### src/rtl/pwm_timebase_pkg.sv
package pwm_timebase_pkg;
  localparam int CNT_W = 20;
  localparam int RES_W = 5;
  localparam int DIV_W = 18;

  // Legal resolution window is 1..CNT_W
  function automatic logic [RES_W-1:0] res_clamp(input logic [RES_W-1:0] r);
    if (r == '0) return RES_W'(1);
    if (int'(r) > CNT_W) return RES_W'(CNT_W);
    return r;
  endfunction

  // Highest count before wrapping: 2^res - 1
  function automatic logic [CNT_W-1:0] wrap_limit(input logic [RES_W-1:0] r);
    int k;
    k = int'(res_clamp(r));
    return {CNT_W{1'b1}} >> (CNT_W - k);
  endfunction
endpackage

### src/rtl/pwm_timebase_shadow.sv
module pwm_timebase_shadow #(
  parameter int RES_W = 5,
  parameter int DIV_W = 18,
  parameter logic [RES_W-1:0] RES_RST = 5'd8,
  parameter logic [DIV_W-1:0] DIV_RST = 18'h00100
) (
  input  logic             clk,
  input  logic             rst_n,
  input  logic             we_i,
  input  logic [RES_W-1:0] res_i,
  input  logic [DIV_W-1:0] div_i,
  input  logic             commit_i,
  output logic [RES_W-1:0] res_act_o,
  output logic [DIV_W-1:0] div_act_o
);
  logic [RES_W-1:0] res_stg;
  logic [DIV_W-1:0] div_stg;

  always_ff @(posedge clk or negedge rst_n) begin
    if (!rst_n) begin
      res_stg <= RES_RST;
      div_stg <= DIV_RST;
    end else if (we_i) begin
      res_stg <= res_i;
      div_stg <= div_i;
    end
  end

  // Commit reads the staged copy as it stood before this edge
  always_ff @(posedge clk or negedge rst_n) begin
    if (!rst_n) begin
      res_act_o <= RES_RST;
      div_act_o <= DIV_RST;
    end else if (commit_i) begin
      res_act_o <= res_stg;
      div_act_o <= div_stg;
    end
  end
endmodule

### src/rtl/pwm_timebase_count.sv
module pwm_timebase_count
  import pwm_timebase_pkg::*;
(
  input  logic             clk,
  input  logic             rst_n,
  input  logic             tick_i,
  input  logic             hold_i,
  input  logic             clr_i,
  input  logic [RES_W-1:0] res_i,
  output logic [CNT_W-1:0] cnt_o,
  output logic             ovf_o,
  output logic             adv_o,
  output logic             at_max_o,
  output logic             wrap_o
);
  logic [CNT_W-1:0] limit;

  assign limit    = wrap_limit(res_i);
  assign adv_o    = tick_i & ~hold_i;
  // >= so a count left above a freshly shrunk limit still wraps
  assign at_max_o = (cnt_o >= limit);
  assign wrap_o   = adv_o & at_max_o & ~clr_i;

  always_ff @(posedge clk or negedge rst_n) begin
    if (!rst_n) begin
      cnt_o <= '0;
      ovf_o <= 1'b0;
    end else begin
      ovf_o <= wrap_o;
      if (clr_i || wrap_o) cnt_o <= '0;
      else if (adv_o)      cnt_o <= cnt_o + CNT_W'(1);
    end
  end
endmodule

### src/rtl/pwm_timebase.sv
module pwm_timebase
  import pwm_timebase_pkg::*;
#(
  parameter logic [RES_W-1:0] RES_RST = 5'd8,
  parameter logic [DIV_W-1:0] DIV_RST = 18'h00100
) (
  input  logic             clk,
  input  logic             rst_n,
  input  logic             tick_i,
  input  logic             hold_i,
  input  logic             clr_i,
  input  logic             manual_i,
  input  logic             upd_i,
  input  logic             cfg_we_i,
  input  logic [RES_W-1:0] res_i,
  input  logic [DIV_W-1:0] div_i,
  output logic [CNT_W-1:0] cnt_o,
  output logic             ovf_o,
  output logic [DIV_W-1:0] div_act_o
);
  logic             adv_w;
  logic             at_max_w;
  logic             wrap_w;
  logic             commit_w;
  logic [RES_W-1:0] res_act_w;

  assign commit_w = manual_i ? upd_i : wrap_w;

  pwm_timebase_shadow #(
    .RES_W(RES_W), .DIV_W(DIV_W), .RES_RST(RES_RST), .DIV_RST(DIV_RST)
  ) u_shadow (
    .clk(clk), .rst_n(rst_n), .we_i(cfg_we_i), .res_i(res_i), .div_i(div_i),
    .commit_i(commit_w), .res_act_o(res_act_w), .div_act_o(div_act_o)
  );

  pwm_timebase_count u_count (
    .clk(clk), .rst_n(rst_n), .tick_i(tick_i), .hold_i(hold_i), .clr_i(clr_i),
    .res_i(res_act_w), .cnt_o(cnt_o), .ovf_o(ovf_o), .adv_o(adv_w),
    .at_max_o(at_max_w), .wrap_o(wrap_w)
  );
endmodule

### config.mk
export PLATFORM = sky130hd
export DESIGN_NAME = pwm_timebase
export DESIGN_NICKNAME = d
export VERILOG_FILES = /design/src/rtl/pwm_timebase_pkg.sv /design/src/rtl/pwm_timebase_shadow.sv /design/src/rtl/pwm_timebase_count.sv /design/src/rtl/pwm_timebase.sv
export SDC_FILE = /design/constraint.sdc
export NUM_CORES = 1
export LEC_CHECK = 0
export ABC_AREA = 1
export BUFFER_PORTS_ARGS = -buffer_cell sky130_fd_sc_hd__buf_2
export CAP_MARGIN = 20
export CORE_MARGIN = 3
export CORE_UTILIZATION = 56
export CTS_CLUSTER_SIZE = 16
export DETAILED_ROUTE_END_ITERATION = 16
export PLACE_DENSITY = 0.76
export SLEW_MARGIN = 20
export SYNTH_ARGS = -nofsm -noshare
export SYNTH_HDL_FRONTEND = slang
export SYNTH_SLANG_ARGS = --single-unit
### constraint.sdc
create_clock -name clk -period 3.5 [get_ports clk]
set_input_delay 0.7 -clock clk [delete_from_list [all_inputs] [get_ports clk]]
set_output_delay 0.7 -clock clk [all_outputs]
set_load 0.1 [all_outputs]
==> results.txt, run 1 <==
The run finished with clean final reports. Once layout is done, the placed cells without fillers occupy 4730 um^2. The starting density of the core is 59.8%, and the leakage power summed over all cells is 2.42 nW.

The tools report the via count of the first global-routing pass as 3026. The critical path's top delay family is simple AND/OR/NAND/NOR gates. After layout, the worst setup slack is 0.186 ns. Global routing used 22.9% of the available tracks across all layers.

The area share of xor/xnor cells in the synthesized design is 1.74%. For the worst setup path, the data required time is 3.74 ns. The remaining design rule violation count is 0.

VDD sags by at most 0.435 mV. The tools report the area of the mapped netlist as 3950 um^2. Max-slew violation total from the final report: 0. Setup violations remaining at the end of the flow were counted as 0. Most prevalent standard cell on the critical path: sky130_fd_sc_hd__nand2_1. For the clock sink count, the log shows 67.

The tools report the end point of the critical path as u_shadow.res_act_o[1]$_DFFE_PN0P_. Along the worst path, the maximum fanout reaches 6. In this run the mean area of a mapped cell was 8.73 um^2. The average via count per standard cell was 5.55; the cts-stage hold buffer count was 0.

At the end of routability-driven placement, the weighted congestion stood at 0.942. Prior to clock tree synthesis, the placed netlist has a worst setup slack of 0.0532 ns. CTS built an H-tree with a depth of 3. The total number of cells along the worst setup path works out to 22. The worst setup path is captured at a flop. The synthesized design contains 67 register bits. The ratio of total power to cell area is 558 nW/um^2. The floorplan step defined a core boundary enclosing 6600 um^2. No sink is reached through more buffers than the 2 on the longest clock path. The peak per-stage delay on the critical path came out at 0.55 ns. TritonCTS built the clock tree. The timing-limited maximum frequency was 0.302 GHz. The row count is 29, and the final routed wirelength across all metal layers is 9410 um. In this run the worst setup path begins at u_shadow.res_act_o[3]$_DFFE_PN1P_. The run gives 582 as the count of nets after finishing. The worst hold path belongs to the class input pin to asynchronous set/reset pin.

The slowest stage of the critical path belongs to the cell sky130_fd_sc_hd__dfstp_2. The logs give 4340 um^2 for the cell area after placement and 216 for the detailed router's first-iteration violation count. The number of hold violations in the final report is 0. The number of different library cells used by synthesis comes to 42.

STA classifies the critical path startpoint as a flop. The slack of the worst reg-to-reg path was 0.19 ns; the area enclosed by the die boundary was 8090 um^2. The combined area of the multi-input logic cells is 2110 um^2. Critical path class: flop to flop. Summed over all layers, the global routing overflow is 0.

The number of clock buffers added by TritonCTS is 9. Synthesis handed over a netlist of 452 instances. In this run the remaining antenna-violating nets after routing total 0. Summing the sequential cell areas from Yosys gives 42.6% of the chip area.

The synthesized netlist devotes 4.44% of its cell area to compound gates. The HPWL after detailed placement is 6550 um. The fraction of final layout cells sized beyond drive strength 1 came out at 31.6%. Hold timing on the final database bottoms out at a slack of 0.382 ns. The first global-routing pass estimated 15100 um of wire. The die height is 89.9 um, and the count of inserted antenna diode cells is 0. The sequential cell area is 1680 um^2. Summing the areas of all fa, ha and maj instances in the mapped netlist gives 6.98% of the synthesized area.

The run gives 5 as the detailed-router iteration count before antenna repair. The tools report the CTS root buffer as sky130_fd_sc_hd__clkbuf_8. After Yosys synthesis, and, or, nand and nor cells account for 30.5% of the synthesized area. The tools report the clock insertion delay at the later pin of the skew report as 0.36 ns.

For the finished layout, the period the worst path requires is 3.31 ns. At the pin with the least slew margin, the transition time is 0.816 ns. The run gives 45.4% as the headroom to the max-slew limit. Number of port buffers: 69. In this run the horizontal extent of the chip is 89.9 um.

The number of nets produced by synthesis was 505; the initial antenna violation count was 0. The largest net degree at the start of global routing came out at 33. The run gives 3.55 ns as the endpoint arrival time on the critical path.

From synthesis to final layout, the design area changed by 19.9%. Dividing the final minimum period by the clock period gives 94.7%. The number of fillers in the final layout was 514; the worst clock skew on the final layout was 0.0123 ns. The dominant combinational cell family by area after synthesis is simple AND/OR/NAND/NOR gates. Traced cell by cell, the critical path runs through nor2_2 > nor2_1 > inv_1 > nand2_1 > nand2_1 > inv_2 > ha_4 > inv_1 > xor2_2 > inv_2 > nor3_4 > nand2_1 > ha_1 > nand2_2 > nor2_4 > buf_4 > a21oi_2 > nand4_4 > nand3_4 > nand2_4 > nand3_1 > nand2_1. The share of synthesized area spent on multiplexers is 6.56%, and the wire length per cell after detailed routing is 15.0 um.

In this run the count of I/O pins placed on the die edge is 70. The routed layout has 3477 vias. The tools report the capturing point of the worst reg2reg path as u_shadow.res_act_o[1]$_DFFE_PN0P_. The Yosys step of the flow raised 0 warnings. After clock tree synthesis, the clock-pin slew on the worst setup and hold paths is 0.08 ns. The path depth of the worst reg2reg path was 22. The number of max-capacitance violations reported is 0. In this run the critical register-to-register path is launched from u_shadow.res_act_o[3]$_DFFE_PN1P_. Count of buffering cells on the critical path with inverters included: 5.
[Yosys cell counts]
master	n	share of area, %
sky130_fd_sc_hd__nor3_2	2	0.51
sky130_fd_sc_hd__xnor2_1	2	0.44
sky130_fd_sc_hd__nand2_2	2	0.32
sky130_fd_sc_hd__buf_6	3	0.86
sky130_fd_sc_hd__inv_1	37	3.5
sky130_fd_sc_hd__a31oi_1	1	0.16
sky130_fd_sc_hd__nor2_1	31	2.9
sky130_fd_sc_hd__o21ai_2	1	0.22
sky130_fd_sc_hd__nor2_2	6	0.95
sky130_fd_sc_hd__a21oi_1	11	1.4
sky130_fd_sc_hd__xor2_2	1	0.41
sky130_fd_sc_hd__buf_8	1	0.38
sky130_fd_sc_hd__or2_2	1	0.16
sky130_fd_sc_hd__mux2_2	23	6.6
sky130_fd_sc_hd__nand3b_1	1	0.19
sky130_fd_sc_hd__nand2_8	1	0.51
sky130_fd_sc_hd__o21bai_1	1	0.19
sky130_fd_sc_hd__buf_2	2	0.25
sky130_fd_sc_hd__nand4_4	3	1.6
sky130_fd_sc_hd__nand3_1	59	7.5
sky130_fd_sc_hd__xor2_1	4	0.89
sky130_fd_sc_hd__o21ai_0	11	1.4
sky130_fd_sc_hd__inv_2	5	0.48
sky130_fd_sc_hd__nand2_4	4	1.1
sky130_fd_sc_hd__ha_1	22	7.0
sky130_fd_sc_hd__buf_4	1	0.19
sky130_fd_sc_hd__nand2_1	105	10
sky130_fd_sc_hd__nand4_1	9	1.4
sky130_fd_sc_hd__inv_4	2	0.32
sky130_fd_sc_hd__nor3_1	12	1.5
sky130_fd_sc_hd__nor3b_1	2	0.38
sky130_fd_sc_hd__nand3_2	2	0.51
sky130_fd_sc_hd__dfrtp_1	63	40
sky130_fd_sc_hd__dfstp_2	4	2.7
sky130_fd_sc_hd__clkbuf_4	1	0.19
sky130_fd_sc_hd__buf_1	3	0.29
sky130_fd_sc_hd__o211ai_1	1	0.19
sky130_fd_sc_hd__o21ai_1	4	0.51
sky130_fd_sc_hd__a21o_1	2	0.38
sky130_fd_sc_hd__clkbuf_1	2	0.19
sky130_fd_sc_hd__nor2_4	3	0.86
sky130_fd_sc_hd__buf_12	1	0.51
[area by class of cell]
type                       count  share of cell area (%)
multi-input combinational    329                    44.6
sequential                    67                    35.5
timing repair buffer          78                    8.99
inverter                      44                    3.60
clock buffer                   9                    2.62
tap                           93                    2.46
clock inverter                 7                    2.25
[stage by stage]
stage / util, % / setup TNS [ns] / std cells / total power (W)
after floorplan: - / 0 / 452 / 0.00160
after global placement: 65.7 / 0 / 604 / 0.00177
after detailed placement: 65.7 / 0 / 604 / 0.00178
after CTS: 69.2 / 0 / 620 / 0.00254
final: 71.7 / 0 / 627 / 0.00264
after global routing: 71.7 / -0.773 / 627 / 0.00279
[worst register-to-register path, cell delays in order (launching register included)]
cell and delay [ns]:
sky130_fd_sc_hd__dfstp_2 0.55, sky130_fd_sc_hd__nor2_2 0.05, sky130_fd_sc_hd__nor2_1 0.08, sky130_fd_sc_hd__inv_1 0.06, sky130_fd_sc_hd__nand2_1 0.06, sky130_fd_sc_hd__nand2_1 0.06
sky130_fd_sc_hd__inv_2 0.09, sky130_fd_sc_hd__ha_4 0.14, sky130_fd_sc_hd__inv_1 0.06, sky130_fd_sc_hd__xor2_2 0.23, sky130_fd_sc_hd__inv_2 0.14, sky130_fd_sc_hd__nor3_4 0.14
sky130_fd_sc_hd__nand2_1 0.09, sky130_fd_sc_hd__ha_1 0.31, sky130_fd_sc_hd__nand2_2 0.13, sky130_fd_sc_hd__nor2_4 0.05, sky130_fd_sc_hd__buf_4 0.13, sky130_fd_sc_hd__a21oi_2 0.17
sky130_fd_sc_hd__nand4_4 0.18, sky130_fd_sc_hd__nand3_4 0.20, sky130_fd_sc_hd__nand2_4 0.12, sky130_fd_sc_hd__nand3_1 0.12, sky130_fd_sc_hd__nand2_1 0.06
[how the worst min path moves through the flow]
stage / end / slack, ns / cells after the start
2_1_floorplan: u_count.cnt_o[0]$_DFFE_PN0P_ / 0.40 / 0
3_3_place_gp: u_shadow.res_act_o[3]$_DFFE_PN1P_ / 0.47 / 2
3_5_place_dp: u_shadow.res_act_o[3]$_DFFE_PN1P_ / 0.48 / 2
4_1_cts: u_count.cnt_o[10]$_DFFE_PN0P_ / 0.39 / 1
5_1_grt: u_count.cnt_o[11]$_DFFE_PN0P_ / 0.42 / 1
6_report: u_count.cnt_o[10]$_DFFE_PN0P_ / 0.38 / 1
[where the power goes]
part | internal [W] | total (W) | switching (W)
Sequential | 0.000852 | 0.000902 | 0.0000504
Combinational | 0.000279 | 0.000981 | 0.000702
Clock | 0.000415 | 0.000756 | 0.000341
Total | 0.00155 | 0.00264 | 0.00109
[timing repair]
item,CTS,global route
gates resized for setup,0,25
hold endpoints to repair,0,0
endpoints found under the setup margin,0,43
setup buffers,0,5
[sequential cells by signal (all words and copies together) (netlist names)]
| signal | count |
|---|---|
| u_shadow.div_act_o | 18 |
| u_shadow.res_stg | 5 |
| u_shadow.div_stg | 18 |
| u_count.cnt_o | 20 |
| u_shadow.res_act_o | 5 |
| u_count.ovf_o | 1 |
[kinds of logic after synthesis]
kind of cell | after synthesis
adder cells (fa/ha/maj) | 22
XOR/XNOR | 7
AND/OR/NAND/NOR | 243
buffers and inverters | 58
multiplexers | 23
AO/OA/AOI/OAI | 32
flip-flops | 67
[cells in the final DEF, fill, tap and decap left out, types with 4 or more instances in the layout]
cell type,count
sky130_fd_sc_hd__nor2_4,5
sky130_fd_sc_hd__nor2_2,9
sky130_fd_sc_hd__ha_1,21
sky130_fd_sc_hd__nor3_1,10
sky130_fd_sc_hd__inv_1,37
sky130_fd_sc_hd__buf_2,69
sky130_fd_sc_hd__o21ai_0,8
sky130_fd_sc_hd__inv_2,5
sky130_fd_sc_hd__nor2_1,26
sky130_fd_sc_hd__nand4_1,9
sky130_fd_sc_hd__xor2_1,4
sky130_fd_sc_hd__mux2_2,23
sky130_fd_sc_hd__nand2_1,101
sky130_fd_sc_hd__a21oi_1,10
sky130_fd_sc_hd__dfrtp_1,63
sky130_fd_sc_hd__dfstp_2,4
sky130_fd_sc_hd__clkbuf_8,9
sky130_fd_sc_hd__buf_4,8
sky130_fd_sc_hd__nand2_8,4
sky130_fd_sc_hd__o21ai_1,7
sky130_fd_sc_hd__nand2_2,6
sky130_fd_sc_hd__nand3_1,59
[routing by layer]
metal	part of all wire (%)	up-vias	track usage, %
met5	0	-	0
met1	45	1674	32.9
met4	1.5	0	7.78
met2	46	132	34.4
met3	7.1	13	5.09
li1	-	1658	-
No activity file was read; power rests on OpenSTA's default activity.
==> inputs of run 2 (changes only) <==
--- a/config.mk
+++ b/config.mk
@@ -8,7 +8,6 @@
 export ABC_AREA = 1
 export BUFFER_PORTS_ARGS = -buffer_cell sky130_fd_sc_hd__buf_2
 export CAP_MARGIN = 20
-export CORE_MARGIN = 3
 export CORE_UTILIZATION = 56
 export CTS_CLUSTER_SIZE = 16
 export DETAILED_ROUTE_END_ITERATION = 16
==> constraint.sdc (replaced) <==
create_clock -name clk -period 3.5 [get_ports clk]
set_input_delay 0.35 -clock clk [delete_from_list [all_inputs] [get_ports clk]]
set_output_delay 0.35 -clock clk [all_outputs]
set_load 0.1 [all_outputs]
==> run 2 against run 1 <==
Net effect:
- cell area is 0.66% lower
- largest power group unchanged
- maximum frequency is 0.61% lower
- clock power is 12% lower
- highest routed layer unchanged
==> results.txt, run 2 (synthesis gave the netlist of run 1 again) <==
The ratio of total power to cell area is 547 nW/um^2 (-1.9%). The run gives 1680 um^2 (unchanged) as the sequential cell area. The register containing the most flip-flops in the final layout was u_count.cnt_o. The CTS buffer count is 9 (unchanged).

Wire length of the first global-routing pass: 14800 um (-2.4%). The part of the total power dissipated in the clock network was 25.9% (-2.7 points); the flip-flop count of the largest register after layout was 20 (unchanged). The logs give 6790 um^2 (+2.9%) for the standard cell core area and 47 (+42%) for the largest net degree at the start of global routing. The tools report the deepest level of the CTS H-tree as 3 (unchanged). The row count is 30 (+3.4%). The run gives 0.00147 W (-4.8%) as the cell internal power dissipation. The worst clock skew on the final layout came out at 0.0110 ns (-0.00130 ns). The count of nets after finishing is 581 (-0.17%), and the maximum buffer depth of the clock tree is 2 (unchanged). Final routed wirelength across all metal layers: 9410 um (about the same). TritonCTS built the clock tree.

The residual antenna-violating net count after detailed routing is 0 (unchanged), and the count of buffering cells on the critical path with inverters included is 5 (unchanged). The clock sink count came out at 67 (unchanged). The number of fillers in the final layout is 543 (+5.6%). The average via count per standard cell is 5.42 (-2.3%), and the total congestion overflow is 0 (unchanged). The setup slack at placement is 0.0182 ns (-0.0351 ns), and the total half-perimeter wirelength after legalization and detailed placement is 6430 um (-1.9%). The fraction of final layout cells sized beyond drive strength 1 is 32.1% (+0.43 points). The final worst-path setup slack was 0.165 ns (-0.0203 ns).

The logs give 606 (+0.33%) for the post-placement cell count and 0.897 (-4.8%) for the global placer's final weighted congestion. The net switching fraction of the power is 42.8% (+1.4 points), and the relative area change from synthesis to final layout is 19.2%. In the final layout, the registers with the most flip-flops are u_count.cnt_o: 20 flops, u_shadow.div_act_o: 18 flops, u_shadow.div_stg: 18 flops.

The tools report the area enclosed by the die boundary as 7390 um^2 (-8.7%). The transition at the pin with the smallest max-transition slack was 0.786 ns (-0.0299 ns). The flow ran to the end, and the final reports show no timing, DRC or antenna violations.

By instance count, the cell type seen most on the critical path is sky130_fd_sc_hd__nand2_1. Walking the worst path, the cells encountered are nor2_2 > nor2_1 > inv_1 > nand2_1 > nand2_1 > inv_2 > ha_4 > inv_1 > xor2_2 > inv_2 > nand2_1 > nand2_1 > ha_1 > nand2_1 > inv_1 > nand2_1 > nand2_1 > a21oi_2 > nand4_4 > nand3_4 > nand2_2 > nand3_1 > nand2_1. For the proportion of power drawn by flip-flops and latches, the log shows 35.2% (+1.0 points). The path class of the tightest hold or removal check is input pin to flop. The tools report the combinational share of power as 39.0% (+1.8 points). The clock insertion delay at the later pin of the skew report was 0.35 ns (about the same). The run gives 0 (unchanged) as the remaining design rule violation count. The top cell types in the final layout, fill and taps aside, are sky130_fd_sc_hd__nand2_1, sky130_fd_sc_hd__buf_2, sky130_fd_sc_hd__dfrtp_1, sky130_fd_sc_hd__nand3_1, sky130_fd_sc_hd__inv_1. The run gives 3.56 ns (about the same) as the endpoint arrival time on the critical path.

Count of inserted antenna diode cells: 0 (unchanged). The tools report the critical path launch point type as a flop. The tools report the headroom to the max-slew limit as 47.4% (+2.0 points). The slowest library cell on the worst path is sky130_fd_sc_hd__dfstp_2. The total number of vias is 3407 (-2.0%), and the die height is 85.9 um (-4.4%). The run gives 58.1% (-1.7 points) as the starting density of the core. The peak per-stage delay on the critical path was 0.56 ns (about the same). The critical path class was flop to flop. Sum of negative setup slack: 0 ns (unchanged).

The tools report the final standard cell count with taps included and fillers excluded as 629 (+0.32%). The detailed router's first-iteration violation count is 262 (+21%), and the largest vdd supply drop is 0.392 mV (-9.9%). The most common cell after layout, fill and taps aside was sky130_fd_sc_hd__nand2_1. The time the final worst path needs with I/O delays and setup works out to 3.33 ns (+0.0203 ns). For the initial antenna violation count, the log shows 0 (unchanged).

Number of max-capacitance violations reported: 0 (unchanged). The run gives 25.5% (+2.6 points) as the global routing usage summed across all routing layers. The number of port buffers is 69 (unchanged). The clock-pin slew on the worst setup and hold paths is 0.09 ns (about the same), and the required time of the worst setup path is 3.73 ns (about the same). For the leakage power summed over all cells, the log shows 2.39 nW (-1.1%). The die outline width works out to 85.9 um (-4.4%). The count of final setup violators is 0 (unchanged), and the wire length per cell after detailed routing is 15.0 um (-0.38%). In this run the clock root is driven by a sky130_fd_sc_hd__clkbuf_8. The type of element capturing the critical path was a flop. The timing-limited maximum frequency was 0.300 GHz (-0.61%).

The power dissipated by switching net loads was 0.00110 W (+0.70%); the final clock period utilization by the worst path was 95.3% (+0.58 points). Maximum fanout encountered on the critical timing path: 6 (unchanged). The number of hold violations in the final report was 0 (unchanged); the combined area of the multi-input logic cells was 2120 um^2 (+0.30%). The detailed-router iteration count before antenna repair is 7 (+2). The max-slew violation total from the final report was 0 (unchanged). Grouping stages by cell kind, the critical path spends the most delay in simple AND/OR/NAND/NOR gates.

The number of ports placed on the die boundary was 70 (unchanged); the via count of the first global-routing pass was 3040 (+0.46%).
[run 2: stage by stage]
stage | total power, W | util [%] | instance area [um^2] | hold WS [ns]
after CTS | 0.00245 | 66.9 | 4550 | 0.214
after global routing | 0.00271 | 69.2 | 4700 | 0.209
after detailed placement | 0.00179 | 63.8 | 4330 | 0.345
after global placement | 0.00176 | 63.8 | 4330 | 0.335
final | 0.00257 | 69.2 | 4700 | 0.226
after floorplan | 0.00160 | - | 3950 | 0.0544
[run 2: worst reg2reg max path, stage by stage, from the launching register on]
cell                      delay (ns)
sky130_fd_sc_hd__dfstp_2        0.56
sky130_fd_sc_hd__nor2_2         0.05
sky130_fd_sc_hd__nor2_1         0.08
sky130_fd_sc_hd__inv_1          0.06
sky130_fd_sc_hd__nand2_1        0.05
sky130_fd_sc_hd__nand2_1        0.06
sky130_fd_sc_hd__inv_2          0.09
sky130_fd_sc_hd__ha_4           0.15
sky130_fd_sc_hd__inv_1          0.07
sky130_fd_sc_hd__xor2_2         0.24
sky130_fd_sc_hd__inv_2          0.12
sky130_fd_sc_hd__nand2_1        0.13
sky130_fd_sc_hd__nand2_1        0.07
sky130_fd_sc_hd__ha_1           0.30
sky130_fd_sc_hd__nand2_1        0.12
sky130_fd_sc_hd__inv_1          0.05
sky130_fd_sc_hd__nand2_1        0.06
sky130_fd_sc_hd__nand2_1        0.10
sky130_fd_sc_hd__a21oi_2        0.20
sky130_fd_sc_hd__nand4_4        0.18
sky130_fd_sc_hd__nand3_4        0.20
sky130_fd_sc_hd__nand2_2        0.13
sky130_fd_sc_hd__nand3_1        0.10
sky130_fd_sc_hd__nand2_1        0.06
[run 2: power groups by stage]
stage	combinational, W	sequential [W]	clock, W
after floorplan	0.000416	0.00118	0
after global placement	0.000843	0.000916	0
after detailed placement	0.000870	0.000916	0
after CTS	0.000875	0.000903	0.000671
after global routing	0.00109	0.000913	0.000704
final	0.00100	0.000904	0.000666
[run 2: worst paths after layout]
kind	from	end	slack (ns)	cells past startpoint
min reg2reg	u_shadow.div_stg[8]$_DFFE_PN1P_	u_shadow.div_act_o[8]$_DFFE_PN1P_	0.49	2
min	res_i[4]	u_shadow.res_stg[4]$_DFFE_PN0P_	0.23	2
max reg2reg	u_shadow.res_act_o[3]$_DFFE_PN1P_	u_shadow.div_act_o[2]$_DFFE_PN0P_	0.17	23
min in group asynchronous	rst_n	u_shadow.res_act_o[0]$_DFFE_PN0P_	0.49	2
max in group asynchronous	rst_n	u_count.cnt_o[19]$_DFFE_PN0P_	2.03	3
max	u_shadow.res_act_o[3]$_DFFE_PN1P_	u_shadow.div_act_o[2]$_DFFE_PN0P_	0.17	23
[run 2: per-layer routing]
| layer | vias to the layer above | share of wire, % | global-route usage (%) |
|---|---|---|---|
| met1 | 1611 | 48 | 38.6 |
| met4 | 0 | 1.3 | 9.70 |
| met5 | - | 0 | 0 |
| met3 | 13 | 5.2 | 4.72 |
| li1 | 1656 | - | - |
| met2 | 127 | 46 | 36.1 |
[run 2: layout make-up]
type,count,area share (%)
multi-input combinational,330,45.0
sequential,67,35.8
timing repair buffer,76,8.78
inverter,44,3.62
clock buffer,9,2.63
tap,96,2.55
clock inverter,7,1.65
[run 2: what timing repair did]
item	CTS	global route
setup endpoints to repair	0	43
hold endpoints to repair	21	0
resized for setup	0	27
hold buffers	1	0
setup buffers	0	3
==> inputs of run 3 (changes only) <==
--- a/config.mk
+++ b/config.mk
@@ -15,4 +15,5 @@
 export SLEW_MARGIN = 20
 export SYNTH_ARGS = -nofsm -noshare
 export SYNTH_HDL_FRONTEND = slang
+export SYNTH_HIERARCHICAL = 1
 export SYNTH_SLANG_ARGS = --single-unit
==> run 3 against run 2 <==
Net effect:
- maximum frequency down 3.1%
- via count fell by 3.2%
- synthesized cell count is 3.5% higher
- global-route usage decreased by 1.4 points
- sequential cell count is the same
- sequential power fell by 2.4%
- cell area down 1.8%
- worst setup slack worse by 0.11 ns
- register-to-register slack lost 0.11 ns
- synthesized area is 6.0% lower
- worst hold slack got worse by 0.22 ns
- critical path type unchanged
==> results.txt, run 3 <==
The run finished with clean final reports. The row count is 29 (-3.3%). STA classifies the critical path endpoint as a flop. The ratio of total power to cell area is 526 nW/um^2 (-3.8%). The worst register-to-register path ends at u_shadow/div_act_o[17]$_DFFE_PN0P_. The sum of negative setup slack was 0 ns (unchanged); the detailed-router iteration count before antenna repair was 5 (-2). The total number of cells along the worst setup path was 26 (+13%); the remaining design rule violation count was 0 (unchanged).

The end point of the critical path is u_shadow/div_act_o[17]$_DFFE_PN0P_. The time the final worst path needs with I/O delays and setup came out at 3.44 ns (+0.107 ns). By area the synthesized netlist is led by sky130_fd_sc_hd__dfrtp_1, sky130_fd_sc_hd__nand2_1, sky130_fd_sc_hd__ha_1, sky130_fd_sc_hd__nor2_1, sky130_fd_sc_hd__inv_1.

The number of fillers in the final layout is 496 (-8.7%), and the transition at the pin with the smallest max-transition slack is 0.609 ns (-0.177 ns). The logs give 24.1% (-1.4 points) for the global routing usage summed across all routing layers and 13400 um (-9.3%) for the wire length of the first global-routing pass. The fraction of final layout cells sized beyond drive strength 1 is 28.7% (-3.4 points). Critical path class: flop to flop. Final clock period utilization by the worst path: 98.3% (+3.1 points).

The class of the tightest hold or removal check is input pin to asynchronous set/reset pin. Most common cell after layout, fill and taps aside: sky130_fd_sc_hd__nand2_1. The area share of the largest cell type after synthesis is 42.5% (+2.6 points), and the number of ports placed on the die boundary is 70 (unchanged).

The cell type contributing the most total cell area after synthesis was sky130_fd_sc_hd__dfrtp_1. The count of inserted antenna diode cells is 0 (unchanged). For the timing-limited maximum frequency, the log shows 0.291 GHz (-3.1%). The top flip-flop cell by instance count after synthesis was sky130_fd_sc_hd__dfrtp_1. The CTS buffer count came out at 9 (unchanged). The count of different cell masters after synthesis is 30 (-29%).

The final worst hold slack was 0.00852 ns (-0.217 ns); the total number of vias was 3298 (-3.2%). The slack of the worst reg-to-reg path is 0.06 ns (-0.11 ns). The number of cells produced by synthesis is 468 (+3.5%), and the path depth of the worst reg2reg path is 26 (+13%). Ranked by instance count, the synthesized netlist is headed by sky130_fd_sc_hd__nand2_1, sky130_fd_sc_hd__dfrtp_1, sky130_fd_sc_hd__nor2_1.

Largest net degree at the start of global routing: 50 (+6.4%). The dominant cell by count in the synthesized netlist is sky130_fd_sc_hd__nand2_1. For the max-slew violation total from the final report, the log shows 0 (unchanged).

The top cell types in the final layout, fill and taps aside, are sky130_fd_sc_hd__nand2_1, sky130_fd_sc_hd__buf_2, sky130_fd_sc_hd__dfrtp_1, sky130_fd_sc_hd__inv_1, sky130_fd_sc_hd__nor2_1. The sequential-to-total area share from yosys stat is 45.3% (+2.7 points), and the clock sink count is 67 (unchanged). The run gives 0 (unchanged) as the total congestion overflow.

The run gives 521 (+3.2%) as the number of nets produced by synthesis. The detailed router's first-iteration violation count was 160 (-39%). Endpoint arrival time on the critical path: 3.73 ns (+0.17 ns). The root buffer cell chosen for the clock tree is sky130_fd_sc_hd__clkbuf_8.

TritonCTS built the clock tree. The mean post-synth cell area was 7.92 um^2 (-9.2%). The number of synthesized register bits was 67 (unchanged). The number of hold violations in the final report is 0 (unchanged). The clock insertion delay at the later pin of the skew report is 0.34 ns (about the same).

On the critical path the largest part of the delay comes from simple AND/OR/NAND/NOR gates. The critical path starts at u_shadow/res_act_o[3]$_DFFE_PN1P_. The die height came out at 83.4 um (-3.0%). The register containing the most flip-flops in the final layout was u_count/cnt_o. The run gives 58.1% (about the same) as the starting density of the core.

The largest vdd supply drop is 0.436 mV (+11%). By instance count, the cell type seen most on the critical path is sky130_fd_sc_hd__nand2_1. Headroom to the max-slew limit: 59.4% (+12 points). The global placer's final weighted congestion is 0.961 (+7.2%). The launch instance of the worst register-to-register path is u_shadow/res_act_o[3]$_DFFE_PN1P_. The post-route core utilization was 72.3% (+3.1 points). The proportion of synthesized flip-flops having asynchronous set or reset is 100% (unchanged).

The number of max-capacitance violations reported came out at 0 (unchanged). The standard cell core area is 6390 um^2 (-6.0%). The tools report the residual antenna-violating net count after detailed routing as 0 (unchanged). The flip-flop count of the largest register after layout works out to 20 (unchanged). The run gives 5620 um (-12%) as the total half-perimeter wirelength after legalization and detailed placement. The average via count per standard cell is 5.17 (-4.6%), and the die outline width is 83.4 um (-3.0%). The number of port buffers was 69 (unchanged); the via count of the first global-routing pass was 3008 (-1.1%).

The count of nets after finishing was 609 (+4.8%); the wire length per cell after detailed routing was 13.4 um (-10%). The largest registers in the layout are u_count/cnt_o: 20 flops, u_shadow/div_act_o: 18 flops, u_shadow/div_stg: 18 flops. Relative to the synthesized area, the layout overhead comes to 24.6%. The run gives 2.53 nW (+5.8%) as the leakage power summed over all cells. The number of warnings reported in the yosys synthesis log is 6 (+6), and the required time of the worst setup path is 3.78 ns (+0.05 ns).

The tools report the maximum buffer depth of the clock tree as 2 (unchanged). The number of synthesized flops with an enable pin was 0 (unchanged). The area of the mapped netlist was 3710 um^2 (-6.0%). The worst clock skew on the final layout came out at 0.00791 ns (-0.00306 ns).

The total design power came out at 0.00243 W (-5.5%). The worst setup path is launched from a flop. The run gives 8570 um (-8.9%) as the final routed wirelength across all metal layers.

The cts-stage hold buffer count is 0 (-1), and the deepest level of the CTS H-tree is 3 (unchanged). The tools report the area enclosed by the die boundary as 6950 um^2 (-5.9%). The peak per-stage delay on the critical path was 0.57 ns (about the same). The tools report the count of final setup violators as 0 (unchanged). The maximum fanout encountered on the critical timing path is 7 (+1). For this design, the slowest cell found on the critical path is sky130_fd_sc_hd__dfstp_2. The initial antenna violation count was 0 (unchanged); the clock-pin slew on the worst setup and hold paths was 0.08 ns (about the same). The count of buffering cells on the critical path with inverters included works out to 5 (unchanged).
-- run 3: cell types whose count changed in the layout (fill, tap and decap cells not counted), sizes merged, moves of 3 or more --
cell    delta
nor2       +8
mux2      -23
buf        +8
nand2     +95
a21oi      -3
nor3       -8
nand3     -51
o21ai      -5
xor2      +11
clkbuf     +3
-- run 3: timing repair --
action                                  CTS  global route
endpoints found under the setup margin   23            23
gates cloned                              0             3
pin swaps                                 0            22
buffers inserted                          0             8
endpoints found under the hold margin     0             0
resized for setup                         6            43
-- run 3: cell type report --
type	count	area [um^2]	share of cell area [%]
flip-flops and latches	67	1680	36.4
clock buffers	11	151	3.28
repair inverters	2	17.5	0.379
well taps	77	96.3	2.09
inverters	44	178	3.85
clock inverters	5	60.1	1.30
repair buffers	84	497	10.8
multi-input cells	348	1940	42.0
-- run 3: kinds of logic after synthesis --
| group | Yosys count | synth area share (%) |
|---|---|---|
| compound gates | 23 | 3.51 |
| fa+ha+maj | 22 | 7.42 |
| buf+inv | 53 | 6.88 |
| xor+xnor | 18 | 4.45 |
| flops | 67 | 45.3 |
| simple gates | 285 | 32.4 |
-- run 3: per-stage QoR --
step           worst slack [ns]  instances  instance area, um^2
2_1_floorplan             0.193        468                 3710
3_3_place_gp            -0.0287        611                 4110
3_5_place_dp             -0.146        611                 4110
4_1_cts               0.0000528        627                 4330
5_1_grt                  -0.125        638                 4620
6_report                 0.0581        638                 4620
-- run 3: worst min path at each step --
stage | start | slack, ns | cells after the start | to
2_1_floorplan | rst_n | 0.05 | 0 | u_count/cnt_o[0]$_DFFE_PN0P_
3_3_place_gp | u_shadow/res_stg[3]$_DFFE_PN1P_ | 0.45 | 2 | u_shadow/res_act_o[3]$_DFFE_PN1P_
3_5_place_dp | u_shadow/res_stg[3]$_DFFE_PN1P_ | 0.45 | 2 | u_shadow/res_stg[3]$_DFFE_PN1P_
4_1_cts | res_i[3] | 0.17 | 3 | u_shadow/res_stg[3]$_DFFE_PN1P_
5_1_grt | rst_n | 0.05 | 1 | u_count/cnt_o[1]$_DFFE_PN0P_
6_report | rst_n | 0.009 | 1 | u_count/cnt_o[2]$_DFFE_PN0P_
-- run 3: worst register-to-register path: stages (launching register included) --
cell and delay, ns:
sky130_fd_sc_hd__dfstp_2 0.57, sky130_fd_sc_hd__nor2_2 0.07, sky130_fd_sc_hd__nor2_1 0.09, sky130_fd_sc_hd__inv_1 0.06, sky130_fd_sc_hd__nand2_1 0.07, sky130_fd_sc_hd__nand2_2 0.07, sky130_fd_sc_hd__inv_2 0.07, sky130_fd_sc_hd__ha_4 0.13
sky130_fd_sc_hd__inv_2 0.05, sky130_fd_sc_hd__xor2_2 0.15, sky130_fd_sc_hd__inv_2 0.12, sky130_fd_sc_hd__nor3_2 0.14, sky130_fd_sc_hd__nand2_1 0.12, sky130_fd_sc_hd__ha_4 0.28, sky130_fd_sc_hd__nand2_1 0.06, sky130_fd_sc_hd__nor2_2 0.15
sky130_fd_sc_hd__nand2_1 0.10, sky130_fd_sc_hd__nor2_1 0.09, sky130_fd_sc_hd__nand2_1 0.09, sky130_fd_sc_hd__nand4_2 0.09, sky130_fd_sc_hd__nand2_2 0.10, sky130_fd_sc_hd__nor2_4 0.18, sky130_fd_sc_hd__nand2_4 0.09, sky130_fd_sc_hd__nand2_8 0.15
sky130_fd_sc_hd__clkbuf_16 0.17, sky130_fd_sc_hd__nand2_1 0.05, sky130_fd_sc_hd__nand2_1 0.06
-- run 3: power breakdown --
group | internal, W | switching, W
clock | 0.000370 | 0.000305
sequential | 0.000841 | 0.0000412
combinational | 0.000256 | 0.000618
total | 0.00147 | 0.000964
-- run 3: routing by layer --
layer / vias to the layer above / global-route usage, % / routed length (um)
met3: 19 / 4.87 / 357
met2: 114 / 39.7 / 4450
met1: 1535 / 31.0 / 3580
met5: - / 0 / 0
met4: 0 / 10.2 / 181
li1: 1630 / - / -
